$ cat src/rtl/hit_latency_buffer.sv
module hit_latency_buffer #(
  parameter int TS_W  = 7,
  parameter int ROW_W = 8,
  parameter int COL_W = 5,
  parameter int DEPTH = 16,
  parameter int TID_W = 4
) (
  input  logic             clk,
  input  logic             rst_n,
  input  logic [TS_W-1:0]  latency,
  input  logic             hit_valid,
  input  logic [ROW_W-1:0] hit_row,
  input  logic [COL_W-1:0] hit_col,
  input  logic [TS_W-1:0]  hit_le,
  input  logic [TS_W-1:0]  hit_te,
  input  logic             trigger,
  output logic             out_valid,
  input  logic             out_ready,
  output logic [TID_W-1:0] out_tid,
  output logic [ROW_W-1:0] out_row,
  output logic [COL_W-1:0] out_col,
  output logic [TS_W-1:0]  out_tot,
  output logic [TS_W-1:0]  ts,
  output logic             overflow
);
  localparam int IDX_W = (DEPTH > 1) ? $clog2(DEPTH) : 1;

  logic [DEPTH-1:0] e_v, e_f;
  logic [TID_W-1:0] e_tid [DEPTH];
  logic [ROW_W-1:0] e_row [DEPTH];
  logic [COL_W-1:0] e_col [DEPTH];
  logic [TS_W-1:0]  e_le  [DEPTH];
  logic [TS_W-1:0]  e_tot [DEPTH];

  logic [TID_W-1:0] trig_cnt, rd_tid;
  logic [TS_W-1:0]  target;
  logic [TS_W-1:0]  age [DEPTH];
  logic [DEPTH-1:0] stale, on_tgt, rd_m;
  logic [IDX_W-1:0] sel, free_idx;
  logic             pop, full, wr_en;

  assign target    = ts - latency;
  assign full      = &e_v;
  assign wr_en     = hit_valid & ~full;
  assign out_valid = |rd_m;
  assign pop       = out_valid & out_ready;
  assign out_tid   = e_tid[sel];
  assign out_row   = e_row[sel];
  assign out_col   = e_col[sel];
  assign out_tot   = e_tot[sel];

  always_comb begin
    for (int i = 0; i < DEPTH; i++) begin
      age[i]    = ts - e_le[i];
      stale[i]  = age[i] > latency;
      on_tgt[i] = e_le[i] == target;
      rd_m[i]   = e_v[i] & e_f[i] & (e_tid[i] == rd_tid);
    end
  end

  always_comb begin
    sel = '0;
    for (int i = DEPTH - 1; i >= 0; i--)
      if (rd_m[i]) sel = IDX_W'(i);
  end

  always_comb begin
    free_idx = '0;
    for (int i = DEPTH - 1; i >= 0; i--)
      if (!e_v[i]) free_idx = IDX_W'(i);
  end

  always_ff @(posedge clk) begin
    if (!rst_n) begin
      ts       <= '0;
      trig_cnt <= '0;
      rd_tid   <= '0;
      overflow <= 1'b0;
      e_v      <= '0;
      e_f      <= '0;
      for (int i = 0; i < DEPTH; i++) begin
        e_tid[i] <= '0;
        e_row[i] <= '0;
        e_col[i] <= '0;
        e_le[i]  <= '0;
        e_tot[i] <= '0;
      end
    end else begin
      ts <= ts + 1'b1;
      if (trigger) trig_cnt <= trig_cnt + 1'b1;
      if (hit_valid && full) overflow <= 1'b1;
      if (!out_valid && rd_tid != trig_cnt) rd_tid <= rd_tid + 1'b1;
      for (int i = 0; i < DEPTH; i++) begin
        if (e_v[i]) begin
          if (e_f[i]) begin
            if (pop && sel == IDX_W'(i)) e_v[i] <= 1'b0;
          end else if (trigger && on_tgt[i]) begin
            e_f[i]   <= 1'b1;
            e_tid[i] <= trig_cnt;
          end else if (stale[i]) begin
            e_v[i] <= 1'b0;
          end
        end else if (wr_en && free_idx == IDX_W'(i)) begin
          e_v[i]   <= 1'b1;
          e_f[i]   <= 1'b0;
          e_row[i] <= hit_row;
          e_col[i] <= hit_col;
          e_le[i]  <= hit_le;
          e_tot[i] <= hit_te - hit_le;
        end
      end
    end
  end
endmodule

$ cat config.mk
export PLATFORM = sky130hd
export DESIGN_NAME = hit_latency_buffer
export DESIGN_NICKNAME = d
export VERILOG_FILES = /design/src/rtl/hit_latency_buffer.sv
export SDC_FILE = /design/constraint.sdc
export NUM_CORES = 1
export LEC_CHECK = 0
export BUFFER_PORTS_ARGS = -buffer_cell sky130_fd_sc_hd__buf_2
export CAP_MARGIN = 20
export CORE_MARGIN = 5
export CORE_UTILIZATION = 30
export CTS_CLUSTER_SIZE = 40
export DETAILED_ROUTE_END_ITERATION = 8
export PLACE_DENSITY_LB_ADDON = 0.15
export SYNTH_ARGS = -nofsm -noshare
export SYNTH_HDL_FRONTEND = slang
export SYNTH_SLANG_ARGS = --single-unit
export TNS_END_PERCENT = 10
$ cat constraint.sdc
create_clock -name clk -period 4.2 [get_ports clk]
set_clock_uncertainty 0.15 [all_clocks]
set_input_delay 0.21 -clock clk [delete_from_list [all_inputs] [get_ports clk]]
set_output_delay 0.21 -clock clk [all_outputs]
set_load 0.02 [all_outputs]
Yosys cells after proc, flatten, opt, wreduce, memory -nomap -nowiden
Memory sizes are Yosys's and may differ from the RTL's.
Cells that the tools add are included.

cells by class
  reductions and logical operators = 71
  bitwise operators = 115
  $lt $le $gt $ge = 16
  add/subtract/negate cells = 21
  equality and inequality tests = 63
  muxes and demuxes = 385

operators with widths
  operator                                                                count
  1-bit 2-to-1 mux                                                        273
  7-bit 2-to-1 mux                                                        32
  4-bit 2-to-1 mux                                                        48
  8-bit 2-to-1 mux                                                        16
  7-bit subtractor                                                        18
  7-bit equality test                                                     16
  7-bit greater-than comparator                                           16
  5-bit 2-to-1 mux                                                        16
  1-bit bitwise OR                                                        80
  4-bit equality test                                                     16
  4-bit equality test (second input constant)                             16
  1-bit logical AND                                                       50
  1-bit bitwise AND                                                       34
  4-bit by 3-bit equality test with 1-bit output (second input constant)  8
  2-bit nonzero test                                                      16
  4-bit by 2-bit equality test with 1-bit output (second input constant)  4
  16-bit AND reduction                                                    1
  16-bit OR reduction                                                     1
  4-bit by 1-bit adder with 4-bit output (second input constant)          2
  4-bit by 1-bit equality test with 1-bit output (second input constant)  2
  4-bit zero test                                                         2
  7-bit by 1-bit adder with 7-bit output (second input constant)          1
  4-bit != test                                                           1
  1-bit zero test                                                         1
  1-bit NOT                                                               1

storage, ports and cells
  bits in writable memories = 496
  input bits = 39
  output and inout port bits = 33
  flip-flop bits (word level) = 48
  word-level logic and storage cells = 697
  memories kept = 5

memory list
  name   depth  width  read ports  clocked after memory_dff  write ports  RTL line  RTL
  e_row  16     8      1           0                         16           30        logic [ROW_W-1:0] e_row [DEPTH];
  e_le   16     7      16          0                         16           32        logic [TS_W-1:0] e_le [DEPTH];
  e_tot  16     7      1           0                         16           33        logic [TS_W-1:0] e_tot [DEPTH];
  e_col  16     5      1           0                         16           31        logic [COL_W-1:0] e_col [DEPTH];
  e_tid  16     4      17          0                         16           29        logic [TID_W-1:0] e_tid [DEPTH];

Longest topological paths before layout
Gate-level depths: netlist (run 1).

  depth in word-level cells = 23
  gate-level depth with buffers = 17
  mapped depth without buffers = 17

Worst setup path after synthesis (run 1)
No wires, ideal clock.

  path type = register -> register
  start = register ts[1]
  end = memory e_tid[15][0], enable pin
  slack = -0.590 ns
  arrival time = 4.279 ns
  data required time = 3.689 ns
  clock period less this slack = 4.790 ns
  stages on the path, launching flop included = 9
  path through = dfxtp_1 > fa_1 > clkbuf_1 > clkbuf_1 > xnor2_1 > nand3_1 > or4_1 > or4_1 > o21ai_0

RTL lines
  element                   RTL line  RTL
  start: declaration        23        output logic [TS_W-1:0] ts,
  start signal: assignment  89        ts <= ts + 1'b1;
  end: declaration          29

==> impl_metrics.csv, run 1 <==
group,metric,value,unit
status,status,"finished with violations",
status,violations,"setup timing",
placed_design,routabilityCongestion,0.868,
global_route,grt.busiest_layer,"met2",
pwr,power.density,387,nW/um^2
floorplan,die_h,332,um
global_route,grt_max_degree,36,
floorplan,core_region_area,103000,um^2
final_layout,final_core_util,35.4,%
detailed_routing,dr.pass1.iters,7,
detailed_routing,drc,0,
sta,fin_ws,-190,ps
pwr,ir_worst_vdd,325,uV
logic_synthesis,syn-cell-area,31100,um^2
sta,worst_pin_slew,1040,ps
cts,clock-sinks,544,
detailed_routing,drtIter0Drc,1689,
pwr,p_total,0.0142,W
detailed_routing,vias_per_cell,5.10,
global_route,met2_usage,33.0,%
sta,rsz0062_at_grt,"true",
sta,setup_viol,24,
cts,clkLatencyLatePin,650,ps
final_layout,nets,3176,
floorplan,dieArea,110000,um^2
global_route,grt_pass1_wl,155000,um
placed_design,post-dp-hpwl,70200,um
sta,fmax,228,MHz
worst_setup_path,crit_path_end_kind,"primary output",
detailed_routing,wl,108000,um
cts,max-clock-path-buffers,3,
global_route,antenna_found_initial,2,
detailed_routing,num_vias,22100,
logic_synthesis,synth_ff_type,"edfxtp_1",
sta,slew_headroom,30.7,%
detailed_routing,post_drt_wl_per_cell,25.1,um
cts,cts_tree,"done",
logic_synthesis,ys_seq_area_share,51.0,%
cts,path_clk_slew,60,ps
sta,hold_viol_final,0,
cts,cts_root_buffer,"clkbuf_16",
global_route,grt_use_met1,25.0,%
floorplan,die_w,332,um
floorplan,start_util,30.1,%
worst_setup_path,critPathLaunchType,"flop",
logic_synthesis,synth_edf_count,496,
cts,cts_buffers,60,
logic_synthesis,async_reset_ff_share,0,%
floorplan,std_cell_rows,118,
sta,drv_slew,0,
cts,htree_levels,2,
sta,period_needed,4390,ps
min_path,hp-class,"in -> reg",
sta,holdWs,30.1,ps
logic_synthesis,yosys_warnings,0,
global_route,grt-ovfl-total,0,
worst_setup_path,critical_path_arrival,4030,ps
logic_synthesis,synth_cell_types,67,
logic_synthesis,syn_nets,3017,
final_layout,syn_to_final_growth,17.7,%
global_route,gr-usage-met3,2.02,%
final_layout,final_cell_mix,"edfxtp_1 (496), nor2_1 (379), ha_1 (223)",
placed_design,port_buffers,71,
worst_setup_path,critPathKind,"reg -> out",
logic_synthesis,syn_inst,2737,
final_layout,drive_gt1_share,13.0,%
logic_synthesis,synth-seq-cells,544,
worst_setup_path,path_max_fanout,11,
worst_setup_path,cp.required,3840,ps
global_route,grt_pass1_vias,22700,
final_layout,final_common_cell,"edfxtp_1",
pwr,power.leakage,15.7,nW
sta,fin_crit_sh,105,%
global_route,grt_usage,19.0,%
flow_run,max_cap_viol_count,0,
logic_synthesis,syn-mean-instance-area,11.4,um^2
detailed_routing,ant_nets,0,
floorplan,ios,72,
## area by class of cell
type | count | area [um^2]
fillers | 10200 | 66600
flip-flops and latches | 544 | 15900
diodes | 1 | 2.50
multi-input cells | 1853 | 14100
repair buffers | 235 | 2210
clock buffers | 87 | 1680
clock inverters | 25 | 220
inverters | 202 | 772
well taps | 1380 | 1730
## flip-flops by register name (all words and copies together) (netlist names)
| register | count |
|---|---|
| e_v | 16 |
| e_tid | 64 |
| e_row | 128 |
| e_le | 112 |
| ts | 7 |
| trig_cnt | 4 |
| e_f | 16 |
| overflow | 1 |
| rd_tid | 4 |
| e_col | 80 |
| e_tot | 112 |
## logic make-up after synthesis
kind of cell               after synthesis  share of synthesized area (%)
adders and majority gates              241                           10.1
AOI/OAI and AO/OA                      439                           9.28
DFF                                    544                           51.0
and+or+nand+nor                        706                           10.6
xor gates and xnor gates               271                           8.18
muxes                                  196                           6.32
buffers and inverters                  340                           4.46
## synth_stat cells (5+ instances only)
| cell | count | area share (%) |
|---|---|---|
| buf_2 | 22 | 0.35 |
| nor2_1 | 379 | 4.6 |
| nor2b_1 | 16 | 0.32 |
| dfxtp_1 | 48 | 3.1 |
| xnor3_1 | 11 | 0.80 |
| buf_4 | 6 | 0.14 |
| nand2_1 | 88 | 1.1 |
| a211oi_1 | 8 | 0.19 |
| xor2_1 | 74 | 2.1 |
| o21ai_0 | 41 | 0.66 |
| or3_1 | 7 | 0.14 |
| ha_1 | 223 | 9.0 |
| o31ai_1 | 6 | 0.14 |
| nand3_1 | 26 | 0.42 |
| nand4b_1 | 5 | 0.14 |
| xnor2_1 | 184 | 5.2 |
| o21a_1 | 37 | 0.89 |
| and3_1 | 7 | 0.14 |
| a222oi_1 | 6 | 0.19 |
| nor4_1 | 5 | 0.10 |
| mux2i_1 | 196 | 6.3 |
| edfxtp_1 | 496 | 48 |
| and2_1 | 12 | 0.24 |
| clkbuf_1 | 88 | 1.1 |
| nand2b_1 | 30 | 0.60 |
| buf_6 | 8 | 0.29 |
| a21oi_1 | 99 | 1.6 |
| a21o_1 | 64 | 1.5 |
| nor3_1 | 24 | 0.39 |
| a41oi_1 | 5 | 0.14 |
| buf_1 | 14 | 0.17 |
| and4_1 | 6 | 0.17 |
| nand4_1 | 49 | 0.99 |
| fa_1 | 18 | 1.2 |
| o21bai_1 | 22 | 0.53 |
| or4_1 | 39 | 0.94 |
| inv_1 | 200 | 2.4 |
| o22ai_1 | 105 | 2.1 |
## critical path: stages (launching register included)
cell and delay [ps]:
edfxtp_1 500, nand2b_4 120, o221ai_2 90, or4_1 530
o211a_1 230, o21ai_2 190, a22oi_2 120, buf_6 160
buf_12 170, buf_12 160, buf_12 150, mux2i_2 170
o22ai_1 100, or4_4 550, buf_6 150
## per-stage QoR
stage / TNS (ps) / area, um^2 / setup slack, ps / cells
6_report: -2640 / 36600 / -190 / 4327
5_1_grt: -4770 / 36600 / -273 / 4326
4_1_cts: -1910 / 36200 / -138 / 4313
3_5_place_dp: 0 / 33900 / 125 / 4179
3_3_place_gp: 0 / 33900 / 147 / 4178
2_1_floorplan: -3280 / 31100 / -121 / 2737
## worst paths after layout
path / start / end / slack [ps] / cells past startpoint
setup / recovery: e_tid[15][3] / out_tot[0] / -190 / 14
hold / removal: hit_row[2] / e_row[3][2] / 30 / 3
setup reg to reg: ts[0] / e_tid[7][2] / 230 / 13
hold reg to reg: overflow / overflow / 360 / 2
## report_power, final
group	internal [W]	switching, W	total (W)	leakage [nW]
clock	0.00290	0.00223	0.00514	0.927
sequential	0.00625	0.000162	0.00641	5.37
combinational	0.00108	0.00153	0.00261	9.43
## routing by layer
| layer | vias up | share of wire (%) |
|---|---|---|
| li1 | 10200 | - |
| met1 | 11100 | 43 |
| met2 | 572 | 49 |
| met3 | 177 | 4.6 |
| met4 | 0 | 3.4 |
| met5 | - | 0 |
## repair_timing
action	in CTS	in global routing
setup endpoints to repair	24	25
hold buffers	10	0
endpoints found under the hold margin	70	0
setup buffers	11	8
gates cloned	1	5
resized for setup	31	57
pin swaps	10	32
(Power assumes the default switching activity.)
==> run 2, diff against run 1 <==
--- a/config.mk
+++ b/config.mk
@@ -7,6 +7,7 @@
 export LEC_CHECK = 0
 export BUFFER_PORTS_ARGS = -buffer_cell sky130_fd_sc_hd__buf_2
 export CAP_MARGIN = 20
+export CORE_ASPECT_RATIO = 1.5
 export CORE_MARGIN = 5
 export CORE_UTILIZATION = 30
 export CTS_CLUSTER_SIZE = 40
==> run 2 against run 1 <==
  * The run still ends with setup timing left
  * First-iteration DRC count up 0.47%
  * Critical path depth decreased by 1
  * Wire length up 2.7%
  * Utilization grew 0.73 points
  * Sequential cell count unchanged
  * Maximum frequency shrank 0.90%
==> impl_metrics.csv, run 2 (same netlist as run 1, synthesis figures left out) <==
group,metric,value,unit
status,status,"finished with violations",
status,violations,"setup timing",
final_layout,largest-register,"e_row",
worst_setup_path,worst_path_max_delay_cell,"or4_4",
worst_setup_path,critical_path.max_stage_delay,590,ps
cts,htree_levels,2,
sta,hold_viol_final,0,
final_layout,final_common_cell,"edfxtp_1",
final_layout,drive_gt1_share,14.4,%
placed_design,routabilityCongestion,0.892,
worst_setup_path,critPathKind,"reg -> out",
floorplan,std_cell_rows,144,
detailed_routing,wl,111000,um
placed_design,post-dp-hpwl,76700,um
detailed_routing,post_drt_wl_per_cell,25.6,um
floorplan,ios,72,
global_route,antenna_found_initial,1,
placed_design,dp_slack,15.0,ps
sta,period_needed,4430,ps
global_route,grt_max_degree,37,
cts,cts_root_buffer,"clkbuf_16",
pwr,power.density,384,nW/um^2
final_layout,instances_no_fill,4348,
floorplan,dieArea,110000,um^2
cts,clock-sinks,544,
cts,max-clock-path-buffers,3,
floorplan,die_w,273,um
cts,cts_tree,"done",
final_layout,largest_reg_flops,128,
sta,fin_setup_tns,-4160,ps
final_layout,syn_to_final_growth,19.8,%
detailed_routing,ant_nets,0,
placed_design,port_buffers,71,
sta,rsz0062_at_grt,"true",
detailed_routing,vias_per_cell,5.10,
cts,clkLatencyLatePin,640,ps
placed_design,placed_cells,4184,
sta,setup_viol,24,
sta,worst_pin_slew,1110,ps
sta,drv_slew,0,
floorplan,start_util,30.2,%
final_layout,antenna_cells,0,
global_route,grt_pass1_vias,22800,
worst_setup_path,rrSetupSlack,190,ps
worst_setup_path,path_cells,"xor2_1 -> or4_1 -> o211a_1 -> o21ai_2 -> a22oi_2 -> buf_6 -> buf_12 -> buf_16 -> buf_6 -> mux2i_2 -> o22ai_2 -> or4_4 -> buf_4",
worst_setup_path,crit_top_cell,"buf_6",
cts,cts_buffers,55,
worst_setup_path,crit_path_end_kind,"primary output",
worst_setup_path,critical_path_arrival,4070,ps
min_path,hp-class,"in -> reg",
detailed_routing,dr.pass1.iters,7,
pwr,ir_worst_vdd,303,uV
worst_setup_path,path_max_fanout,8,
global_route,grt-ovfl-total,0,
final_layout,final_area,37200,um^2
floorplan,die_h,404,um
sta,slew_headroom,26.0,%
detailed_routing,drc,0,
sta,fmax,226,MHz
floorplan,core_region_area,103000,um^2
worst_setup_path,path_buf_inv,5,
final_layout,final_cell_mix,"edfxtp_1 (496), nor2_1 (379), ha_1 (223)",
worst_setup_path,cp.required,3840,ps
final_layout,reg.largest.list,"e_row x128, e_le x112, e_tot x112",
pwr,power.leakage,15.8,nW
cts,path_clk_slew,60,ps
global_route,grt_usage,19.5,%
placed_design,place_area,34000,um^2
worst_setup_path,crit_family,"simple AND/OR/NAND/NOR gates",
final_layout,final_core_util,36.2,%
worst_setup_path,critPathLaunchType,"flop",
global_route,grt_pass1_wl,157000,um
final_layout,nets,3196,
sta,fin_crit_sh,105,%
flow_run,max_cap_viol_count,0,
detailed_routing,drtIter0Drc,1697,
sta,fin_ws,-230,ps
detailed_routing,num_vias,22200,
==> run 2: area by class of cell <==
class / instances / area [um^2]
Clock buffer: 65 / 1440
Clock inverter: 37 / 440
Inverter: 202 / 779
Tap cell: 1387 / 1740
Multi-Input combinational cell: 1853 / 14200
Timing Repair Buffer: 260 / 2710
Sequential cell: 544 / 15900
Fill cell: 10200 / 65700
==> run 2: worst register-to-register path, cell delays in order, from the launching register on <==
cell and delay, ps:
dfxtp_1 330, clkinvlp_4 70, ha_1 160, inv_1 60, fa_1 420, a21o_1 200, a21oi_1 280, xnor2_2 240
xnor2_1 120, or4_1 520, or4_1 550, o21ai_0 400, buf_4 220
==> run 2: worst paths after layout <==
check	startpoint	endpoint	depth (start not counted)
worst max-delay path	e_tid[15][2]	out_tid[1]	13
worst min-delay path	hit_le[1]	e_le[0][43]	3
worst max register to register	ts[0]	e_tid[13][2]	12
worst min register to register	overflow	overflow	2
==> run 2: what timing repair did <==
item                                    in CTS  in global routing
pin swaps                                   18                 27
hold buffers                                17                  0
endpoints found under the setup margin      24                 24
endpoints found under the hold margin      110                  0
buffers inserted                            12                 24
cloned                                       8                  3
resized for setup                           95                 59
==> run 2: per-stage QoR <==
step	total power (W)	hold WS, ps
final	0.0143	72.6
after global routing	0.0149	67.6
after CTS	0.0144	36.1
after detailed placement	0.00911	315
after global placement	0.00905	309
after floorplan	0.00819	298
==> run 2: metal layers <==
layer / vias up / global-route usage [%] / share of wire [%]
li1: 10200 / - / -
met1: 11200 / 22.5 / 39
met2: 573 / 37.0 / 54
met3: 186 / 1.97 / 3.6
met4: 2 / 7.43 / 4.0
met5: - / 0 / 0.012
==> run 2: where the power goes <==
group | internal (W) | switching [W]
registers | 0.00625 | 0.000164
logic | 0.00112 | 0.00156
clock network | 0.00295 | 0.00222
